<file path="config.mk">
export PLATFORM = sky130hd
export DESIGN_NAME = cmd_stream_seq
export DESIGN_NICKNAME = d
export VERILOG_FILES = /design/src/rtl/seq_pkg.sv /design/src/rtl/seq_decode.sv /design/src/rtl/seq_tag_tracker.sv /design/src/rtl/seq_fsm.sv /design/src/rtl/cmd_stream_seq.sv
export SDC_FILE = /design/constraint.sdc
export NUM_CORES = 1
export LEC_CHECK = 0
export ABC_AREA = 1
export BUFFER_PORTS_ARGS = -buffer_cell sky130_fd_sc_hd__buf_2
export CORE_UTILIZATION = 40
export DETAILED_ROUTE_END_ITERATION = 8
export GPL_ROUTABILITY_DRIVEN = 0
export GPL_TIMING_DRIVEN = 1
export PLACE_DENSITY = 0.7
export SLEW_MARGIN = 0
export SYNTH_ARGS = -nofsm -noshare
export SYNTH_HDL_FRONTEND = slang
export SYNTH_HIERARCHICAL = 1
export SYNTH_SLANG_ARGS = --single-unit
export TNS_END_PERCENT = 30
</file>
<file path="constraint.sdc">
create_clock -name clk -period 1.55 [get_ports clk]
set_input_delay 0.155 -clock clk [delete_from_list [all_inputs] [get_ports clk]]
set_output_delay 0.155 -clock clk [all_outputs]
set_load 0.005 [all_outputs]
</file>
<file path="src/rtl/seq_pkg.sv">
package seq_pkg;
  localparam logic [3:0] OPC_DMA  = 4'd0;
  localparam logic [3:0] OPC_WAIT = 4'd1;
  localparam logic [3:0] OPC_CONV = 4'd2;
  localparam logic [3:0] OPC_END  = 4'd3;

  typedef enum logic [2:0] {
    ST_FETCH,
    ST_DMA,
    ST_WAIT,
    ST_CSTART,
    ST_CBUSY,
    ST_IDLE,
    ST_ERR
  } seq_state_e;

  typedef struct packed {
    logic is_dma;
    logic is_wait;
    logic is_conv;
    logic is_end;
    logic is_bad;
  } cmd_kind_t;
endpackage

</file>
<file path="src/rtl/seq_decode.sv">
module seq_decode
  import seq_pkg::*;
#(
  parameter int CMD_W = 32,
  parameter int NTAGS = 8,
  localparam int TAG_W  = $clog2(NTAGS),
  localparam int ARG_W  = CMD_W - 4,
  localparam int DESC_W = ARG_W - NTAGS
) (
  input  logic [CMD_W-1:0]  word,
  output cmd_kind_t         kind,
  output logic [TAG_W-1:0]  tag,
  output logic [NTAGS-1:0]  mask,
  output logic [DESC_W-1:0] desc,
  output logic [ARG_W-1:0]  arg
);
  logic [3:0] opc;

  always_comb begin
    opc  = word[CMD_W-1 -: 4];
    arg  = word[ARG_W-1:0];
    mask = word[NTAGS-1:0];
    tag  = word[TAG_W-1:0];
    desc = word[ARG_W-1:NTAGS];
    kind = '0;
    unique case (opc)
      OPC_DMA:  kind.is_dma  = 1'b1;
      OPC_WAIT: kind.is_wait = 1'b1;
      OPC_CONV: kind.is_conv = 1'b1;
      OPC_END:  kind.is_end  = 1'b1;
      default:  kind.is_bad  = 1'b1;
    endcase
  end
endmodule

</file>
<file path="src/rtl/seq_tag_tracker.sv">
module seq_tag_tracker #(
  parameter int NTAGS = 8,
  localparam int TAG_W = $clog2(NTAGS)
) (
  input  logic             clk,
  input  logic             rst_n,
  input  logic             set_en,
  input  logic [TAG_W-1:0] set_tag,
  input  logic             clr_en,
  input  logic [TAG_W-1:0] clr_tag,
  output logic [NTAGS-1:0] pend_q,
  output logic [NTAGS-1:0] pend_eff
);
  // pend_eff already has this cycle's completion applied, so a
  // decision taken now sees a transfer that finishes now as free.
  for (genvar g = 0; g < NTAGS; g++) begin : g_bit
    logic hit_set, hit_clr;
    assign hit_set     = set_en && (set_tag == TAG_W'(g));
    assign hit_clr     = clr_en && (clr_tag == TAG_W'(g));
    assign pend_eff[g] = pend_q[g] && !hit_clr;

    always_ff @(posedge clk) begin
      if (!rst_n) pend_q[g] <= 1'b0;
      else        pend_q[g] <= pend_eff[g] || hit_set;
    end
  end
endmodule

</file>
<file path="src/rtl/seq_fsm.sv">
module seq_fsm
  import seq_pkg::*;
#(
  parameter int CMD_W = 32,
  parameter int NTAGS = 8,
  localparam int TAG_W  = $clog2(NTAGS),
  localparam int ARG_W  = CMD_W - 4,
  localparam int DESC_W = ARG_W - NTAGS
) (
  input  logic              clk,
  input  logic              rst_n,
  input  logic              cmd_valid,
  input  cmd_kind_t         kind,
  input  logic [TAG_W-1:0]  tag_in,
  input  logic [NTAGS-1:0]  mask_in,
  input  logic [DESC_W-1:0] desc_in,
  input  logic [ARG_W-1:0]  arg_in,
  input  logic [NTAGS-1:0]  pend_eff,
  input  logic              dma_req_ready,
  input  logic              conv_done,
  input  logic              restart,
  output seq_state_e        state,
  output logic [TAG_W-1:0]  tag_q,
  output logic [DESC_W-1:0] desc_q,
  output logic [ARG_W-1:0]  arg_q,
  output logic              idle_q,
  output logic              err_q
);
  logic [NTAGS-1:0] mask_q;
  logic             wait_clear;

  assign wait_clear = ((pend_eff & mask_q) == '0);

  always_ff @(posedge clk) begin
    if (!rst_n) begin
      state  <= ST_FETCH;
      tag_q  <= '0;
      mask_q <= '0;
      desc_q <= '0;
      arg_q  <= '0;
      idle_q <= 1'b0;
      err_q  <= 1'b0;
    end else begin
      unique case (state)
        ST_FETCH: begin
          if (cmd_valid) begin
            tag_q  <= tag_in;
            mask_q <= mask_in;
            desc_q <= desc_in;
            arg_q  <= arg_in;
            if (kind.is_bad) begin
              state <= ST_ERR;
              err_q <= 1'b1;
            end else if (kind.is_dma) begin
              if (pend_eff[tag_in]) begin
                state <= ST_ERR;
                err_q <= 1'b1;
              end else begin
                state <= ST_DMA;
              end
            end else if (kind.is_wait) begin
              state <= ST_WAIT;
            end else if (kind.is_conv) begin
              state <= ST_CSTART;
            end else begin
              state  <= ST_IDLE;
              idle_q <= 1'b1;
            end
          end
        end
        ST_DMA:    if (dma_req_ready) state <= ST_FETCH;
        ST_WAIT:   if (wait_clear) state <= ST_FETCH;
        ST_CSTART: state <= ST_CBUSY;
        ST_CBUSY:  if (conv_done) state <= ST_FETCH;
        ST_IDLE, ST_ERR: begin
          if (restart) begin
            state  <= ST_FETCH;
            idle_q <= 1'b0;
            err_q  <= 1'b0;
          end
        end
        default: state <= ST_ERR;
      endcase
    end
  end
endmodule

</file>
<file path="src/rtl/cmd_stream_seq.sv">
module cmd_stream_seq
  import seq_pkg::*;
#(
  parameter int CMD_W = 32,
  parameter int NTAGS = 8,
  localparam int TAG_W  = $clog2(NTAGS),
  localparam int ARG_W  = CMD_W - 4,
  localparam int DESC_W = ARG_W - NTAGS
) (
  input  logic              clk,
  input  logic              rst_n,
  input  logic              cmd_valid,
  output logic              cmd_ready,
  input  logic [CMD_W-1:0]  cmd_data,
  output logic              dma_req_valid,
  input  logic              dma_req_ready,
  output logic [TAG_W-1:0]  dma_req_tag,
  output logic [DESC_W-1:0] dma_req_desc,
  input  logic              dma_done_valid,
  input  logic [TAG_W-1:0]  dma_done_tag,
  output logic              conv_start,
  output logic [ARG_W-1:0]  conv_arg,
  input  logic              conv_done,
  input  logic              restart,
  output logic              idle,
  output logic              err
);
  cmd_kind_t         kind;
  logic [TAG_W-1:0]  dec_tag;
  logic [NTAGS-1:0]  dec_mask;
  logic [DESC_W-1:0] dec_desc;
  logic [ARG_W-1:0]  dec_arg;
  logic [NTAGS-1:0]  pend_q, pend_eff;
  seq_state_e        state;
  logic              req_fire;

  seq_decode #(.CMD_W(CMD_W), .NTAGS(NTAGS)) u_dec (
    .word(cmd_data), .kind(kind), .tag(dec_tag), .mask(dec_mask),
    .desc(dec_desc), .arg(dec_arg)
  );

  assign cmd_ready     = (state == ST_FETCH);
  assign dma_req_valid = (state == ST_DMA);
  assign conv_start    = (state == ST_CSTART);
  assign req_fire      = dma_req_valid && dma_req_ready;

  seq_tag_tracker #(.NTAGS(NTAGS)) u_trk (
    .clk(clk), .rst_n(rst_n),
    .set_en(req_fire), .set_tag(dma_req_tag),
    .clr_en(dma_done_valid), .clr_tag(dma_done_tag),
    .pend_q(pend_q), .pend_eff(pend_eff)
  );

  seq_fsm #(.CMD_W(CMD_W), .NTAGS(NTAGS)) u_fsm (
    .clk(clk), .rst_n(rst_n), .cmd_valid(cmd_valid), .kind(kind),
    .tag_in(dec_tag), .mask_in(dec_mask), .desc_in(dec_desc),
    .arg_in(dec_arg), .pend_eff(pend_eff),
    .dma_req_ready(dma_req_ready), .conv_done(conv_done),
    .restart(restart), .state(state), .tag_q(dma_req_tag),
    .desc_q(dma_req_desc), .arg_q(conv_arg), .idle_q(idle), .err_q(err)
  );
endmodule

</file>
Yosys cells after proc, flatten, opt, wreduce, memory -nomap -nowiden --
Cells that the tools add are included.
Storage, ports and cells: latch bits 0, output and inout port bits 56, register bits after elaboration 72, bits of input ports 42, memory bits (writable) 0, ROM bits 0, memories kept 0, word-level logic and storage cells 132
Cells by class: div/mod/pow operators 0, reduce and logical (&&, ||, !) cells 53, magnitude comparators 1, bitwise operators 1, muxes and demuxes 28, eq/ne operators 34, add/subtract/negate cells 0, $mul 0, shift operators 0
Operator list (count):
- $eq A3 B3 Y1 const B | 11
- $mux W3 | 10
- $logic_and A1 B1 Y1 | 25
- $eq A3 B2 Y1 const B | 6
- $pmux W3 S6 | 1
- $mux W1 | 14
- $ne A2 B2 Y1 const B | 7
- $reduce_and A5 Y1 | 2
- $eq A3 B1 Y1 const B | 3
- $logic_not A3 Y1 | 3
- $and A8 B8 Y8 | 1
- $eq A4 B2 Y1 const B | 2
- $logic_not A1 Y1 | 8
- $logic_not A8 Y1 | 1
- $logic_or A1 B1 Y1 | 8
- $reduce_and A7 Y1 | 1
- $ne A3 B2 Y1 const B | 2
- $eq A4 B1 Y1 const B | 1
- $logic_not A4 Y1 | 1
- $lt A3 B4 Y1 const B | 1
- $ne A2 B1 Y1 const B | 2
- $pmux W1 S2 | 2
- $reduce_or A4 Y1 | 1
- $bmux W1 S3 | 1
- 3 further kinds | 3

Longest topological paths before layout --
depth after elaboration 11, mapped depth 14, gate-level depth less buffers 14

By module --
Netlist, hierarchy kept.
By module, submodules not included:
- seq_fsm | sequential area each 1281.2 µm², cells each 365, area each 2690.1 µm², instances 1
- seq_decode | sequential area each 0.0 µm², cells each 72, area each 509.2 µm², instances 1
- seq_tag_tracker | sequential area each 160.2 µm², cells each 70, area each 411.6 µm², instances 1
- cmd_stream_seq | sequential area each 0.0 µm², cells each 8, area each 33.8 µm², instances 1

Worst setup path after synthesis --
No wires, ideal clock.
kind flip-flop to flip-flop, start point register u_fsm.state[0], end point register u_fsm.state[2], required time 1434 ps, period minus slack after synthesis 1218 ps, library setup time 116 ps, cell stages (with the launch flop) 10, arrival time 1102 ps, path buffers 0, slack 332 ps, path through dfxtp_1 nand2_2 nand2_2 nor2_2 nand2_2 nand2_2 nor2_4 nand2_4 nor2_1 a21oi_2
Between the ends: word-level cells in the longest chain between the ends 4, elaborated cells on any way between the ends 15, classes of those cells 11 x eq/ne; 1 x mux; 3 x reduce/logical
RTL lines:
- start, declared | RTL line seq_fsm.sv:22 | output seq_state_e state,
- start signal, assigned | RTL line seq_fsm.sv:36 | state <= ST_FETCH;
- start signal, assigned | RTL line seq_fsm.sv:52 | state <= ST_ERR;
- start signal, assigned | RTL line seq_fsm.sv:56 | state <= ST_ERR;
- $eq A3 B3 Y1 | RTL line seq_fsm.sv:44 | unique case (state)
- $reduce_or A2 Y1 | RTL line seq_fsm.sv:44
- $ne A2 B2 Y1 (no source line)
- $reduce_and A5 Y1 (no source line)
Several ways; a longest one is shown, not always the timed one. A chain may end at the register's enable or synchronous reset.

Final worst setup path --
start point register u_fsm.state[1], end point register u_fsm.arg_q[6]
Between the ends: word-level cells in the longest chain between the ends 2
RTL lines:
- $logic_not A3 Y1 | RTL line seq_fsm.sv:44
- $reduce_and A2 Y1 (no source line)
- end signal, assigned | RTL line seq_fsm.sv:50 | arg_q <= arg_in;
- end, declared | RTL line seq_fsm.sv:25 | output logic [ARG_W-1:0] arg_q,
No other way between the ends.

==> results.toml <==
[outcome]
outcome = "finished, final reports clean"

[floorplan]
io_pins = 98
core.rowCount = 34
fp.dieW_um = 97.3
start_util_pct = 41.5
dieArea_um2 = 9470
die_h_um = 97.3
core_area_um2 = 8760

[sta]
slew_viol_final = 0
skew_ps = 6.35
worst_slew_pin_slew_ps = 348
finalHoldViolCount = 0
rsz0062_at_grt = "no"
setup_viol = 0
clock.fmax_ghz = 0.722
post-route-min-period_ps = 1390
totalNegativeSetupSlack_ps = 0
slew_headroom_pct = 76.6
worst_slack_ps = 165
period_share_pct = 89.4

[route]
drt-pass1-iter-count = 4
drcViolationCount = 0
ant_nets = 0
drt-total-wl_mm = 7.85
via_count = 3123
drtIter0Drc = 154
routedWlPerCell_um = 11.9
routed_via_density = 4.75

[pwr]
p_leak_uw = 0.00186
pwr-share-seq_pct = 40.7
p_sw_uw = 2320
total_power_uw = 6040
power_density_nw_per_um2 = 1530
clock_power_share_pct = 21.8
internal_power_uw = 3720
comb_power_share_pct = 37.5
ir_drop_v = 0.000696
switching_share_pct = 38.5

[synthesis]
synth_nets = 555
avgSynthCellArea_um2 = 7.09
syn_inst = 513
syn_area_um2 = 3630
yosysWarningCount = 6

[critical_path]
crit_type = "reg2reg"
cp_data_required_time_ps = 1820
worst-path-max-fanout = 60
reg2reg_depth = 7
rr_endpoint = "u_fsm/arg_q[6]"
cp-end-kind = "flip-flop"
r2r-start = "u_fsm/state[1]"
reg2reg_setup_slack_ps = 160
start_kind = "flip-flop"
crit_start = "u_fsm/state[1]"
cp.arrival_ps = 1660

[min_path]
whs_endpoint = "u_fsm/arg_q[11]"
min_from = "cmd_data[11]"
hold_depth = 3
hold_path.class = "in2reg"

[finish]
multi_input_area_um2 = 1450
regArea_um2 = 1440
layout-drive-gt1-share_pct = 26.4
synthToLayoutAreaGrowth_pct = 8.85
nFillCells = 925
finalNetCount = 587
antennaDiodeCount = 0

[clock_tree]
cts_setup_buffers = 0
cts_sinks = 72
cts_tree = "done"
h-tree-depth = 3
cts_made_buffers = 9
cts-root-buf = "clkbuf_8"
clk_latency_ps = 340
clockBufferDepth = 2
ctsResizeCount = 0
hold_buffers = 0
clk_pin_slew_ps = 80

[global_routing]
grt_pass1_wl_mm = 13.5
antenna_found_initial = 0
first_global_vias = 3020
overflow = 0
grt_max_degree = 61
grt_util_all_layers_pct = 17.2

[place]
dp_hpwl_mm = 5.62
pre_cts_ws_ps = 99.9
port-buffer-count = 97

[run]
max-cap-violations = 0
==> metrics by stage <==
stage	instance area, um^2	std cells	utilization [%]	hold slack, ps
floorplan	3630	513	-	291
finish	3960	658	45.1	92.0
global route	3960	658	45.1	73.9
detailed placement	3780	642	43.2	445
CTS	3960	658	45.1	68.4
global placement	3780	642	43.2	439
==> area by class of cell <==
cell class / count / area share, %
clock inverter: 5 / 0.791
inverter: 47 / 4.52
tap: 108 / 3.42
timing repair buffer: 105 / 14.7
multi-input combinational: 310 / 36.5
clock buffer: 11 / 3.57
sequential: 72 / 36.4
==> worst max-delay path by stage <==
stage                     cells past startpoint              end  slack [ps]
after floorplan                               9   u_fsm/state[2]         330
after global placement                       13   u_fsm/state[2]         140
after detailed placement                     13   u_fsm/state[2]         100
after CTS                                     7   u_fsm/arg_q[6]         160
after global routing                          7  u_fsm/mask_q[4]           8
final                                         7   u_fsm/arg_q[6]         160
==> placed cells by master (no fill, tap or decap), types with 3 or more instances in the layout <==
| cell type | instances |
|---|---|
| nand2_2 | 6 |
| nor2_1 | 20 |
| buf_2 | 97 |
| inv_2 | 3 |
| nor2_2 | 6 |
| clkbuf_8 | 10 |
| inv_1 | 41 |
| nor2_4 | 3 |
| a21oi_1 | 70 |
| buf_4 | 5 |
| dfxtp_1 | 72 |
| o21ai_1 | 3 |
| buf_12 | 3 |
| nand2_4 | 3 |
| nand2_1 | 123 |
| nand3_1 | 65 |
| a21oi_2 | 3 |
| clkinv_2 | 3 |
==> flip-flops by register name, summed over array words and instances (netlist names) <==
name,flops
u_fsm/arg_q,28
u_fsm/desc_q,20
u_fsm/err_q,1
u_fsm/idle_q,1
u_fsm/mask_q,8
u_fsm/state,3
u_fsm/tag_q,3
u_trk/pend_q,8
==> power groups by stage <==
stage | registers [uW] | clock network [uW] | logic (uW)
final | 2460 | 1320 | 2270
after global routing | 2520 | 1480 | 2540
after CTS | 2460 | 1380 | 2280
after detailed placement | 2500 | 0 | 2280
after global placement | 2480 | 0 | 2220
after floorplan | 2500 | 0 | 1660
==> per-layer routing <==
metal,vias to the layer above,GRT usage (%),share of wire (%)
li1,1638,-,-
met1,1405,20.8,45
met2,71,29.3,48
met3,9,5.68,6.3
met4,0,4.75,0.97
met5,-,0,0
==> critical path: stages, from the launching register on <==
cell     delay [ps]
dfxtp_1         500
nor2_4           90
nand2_4          80
inv_4            60
nand2_2          80
buf_12          260
nand2_1          90
a21oi_1         140
Power figures use the tool's default switching activity.
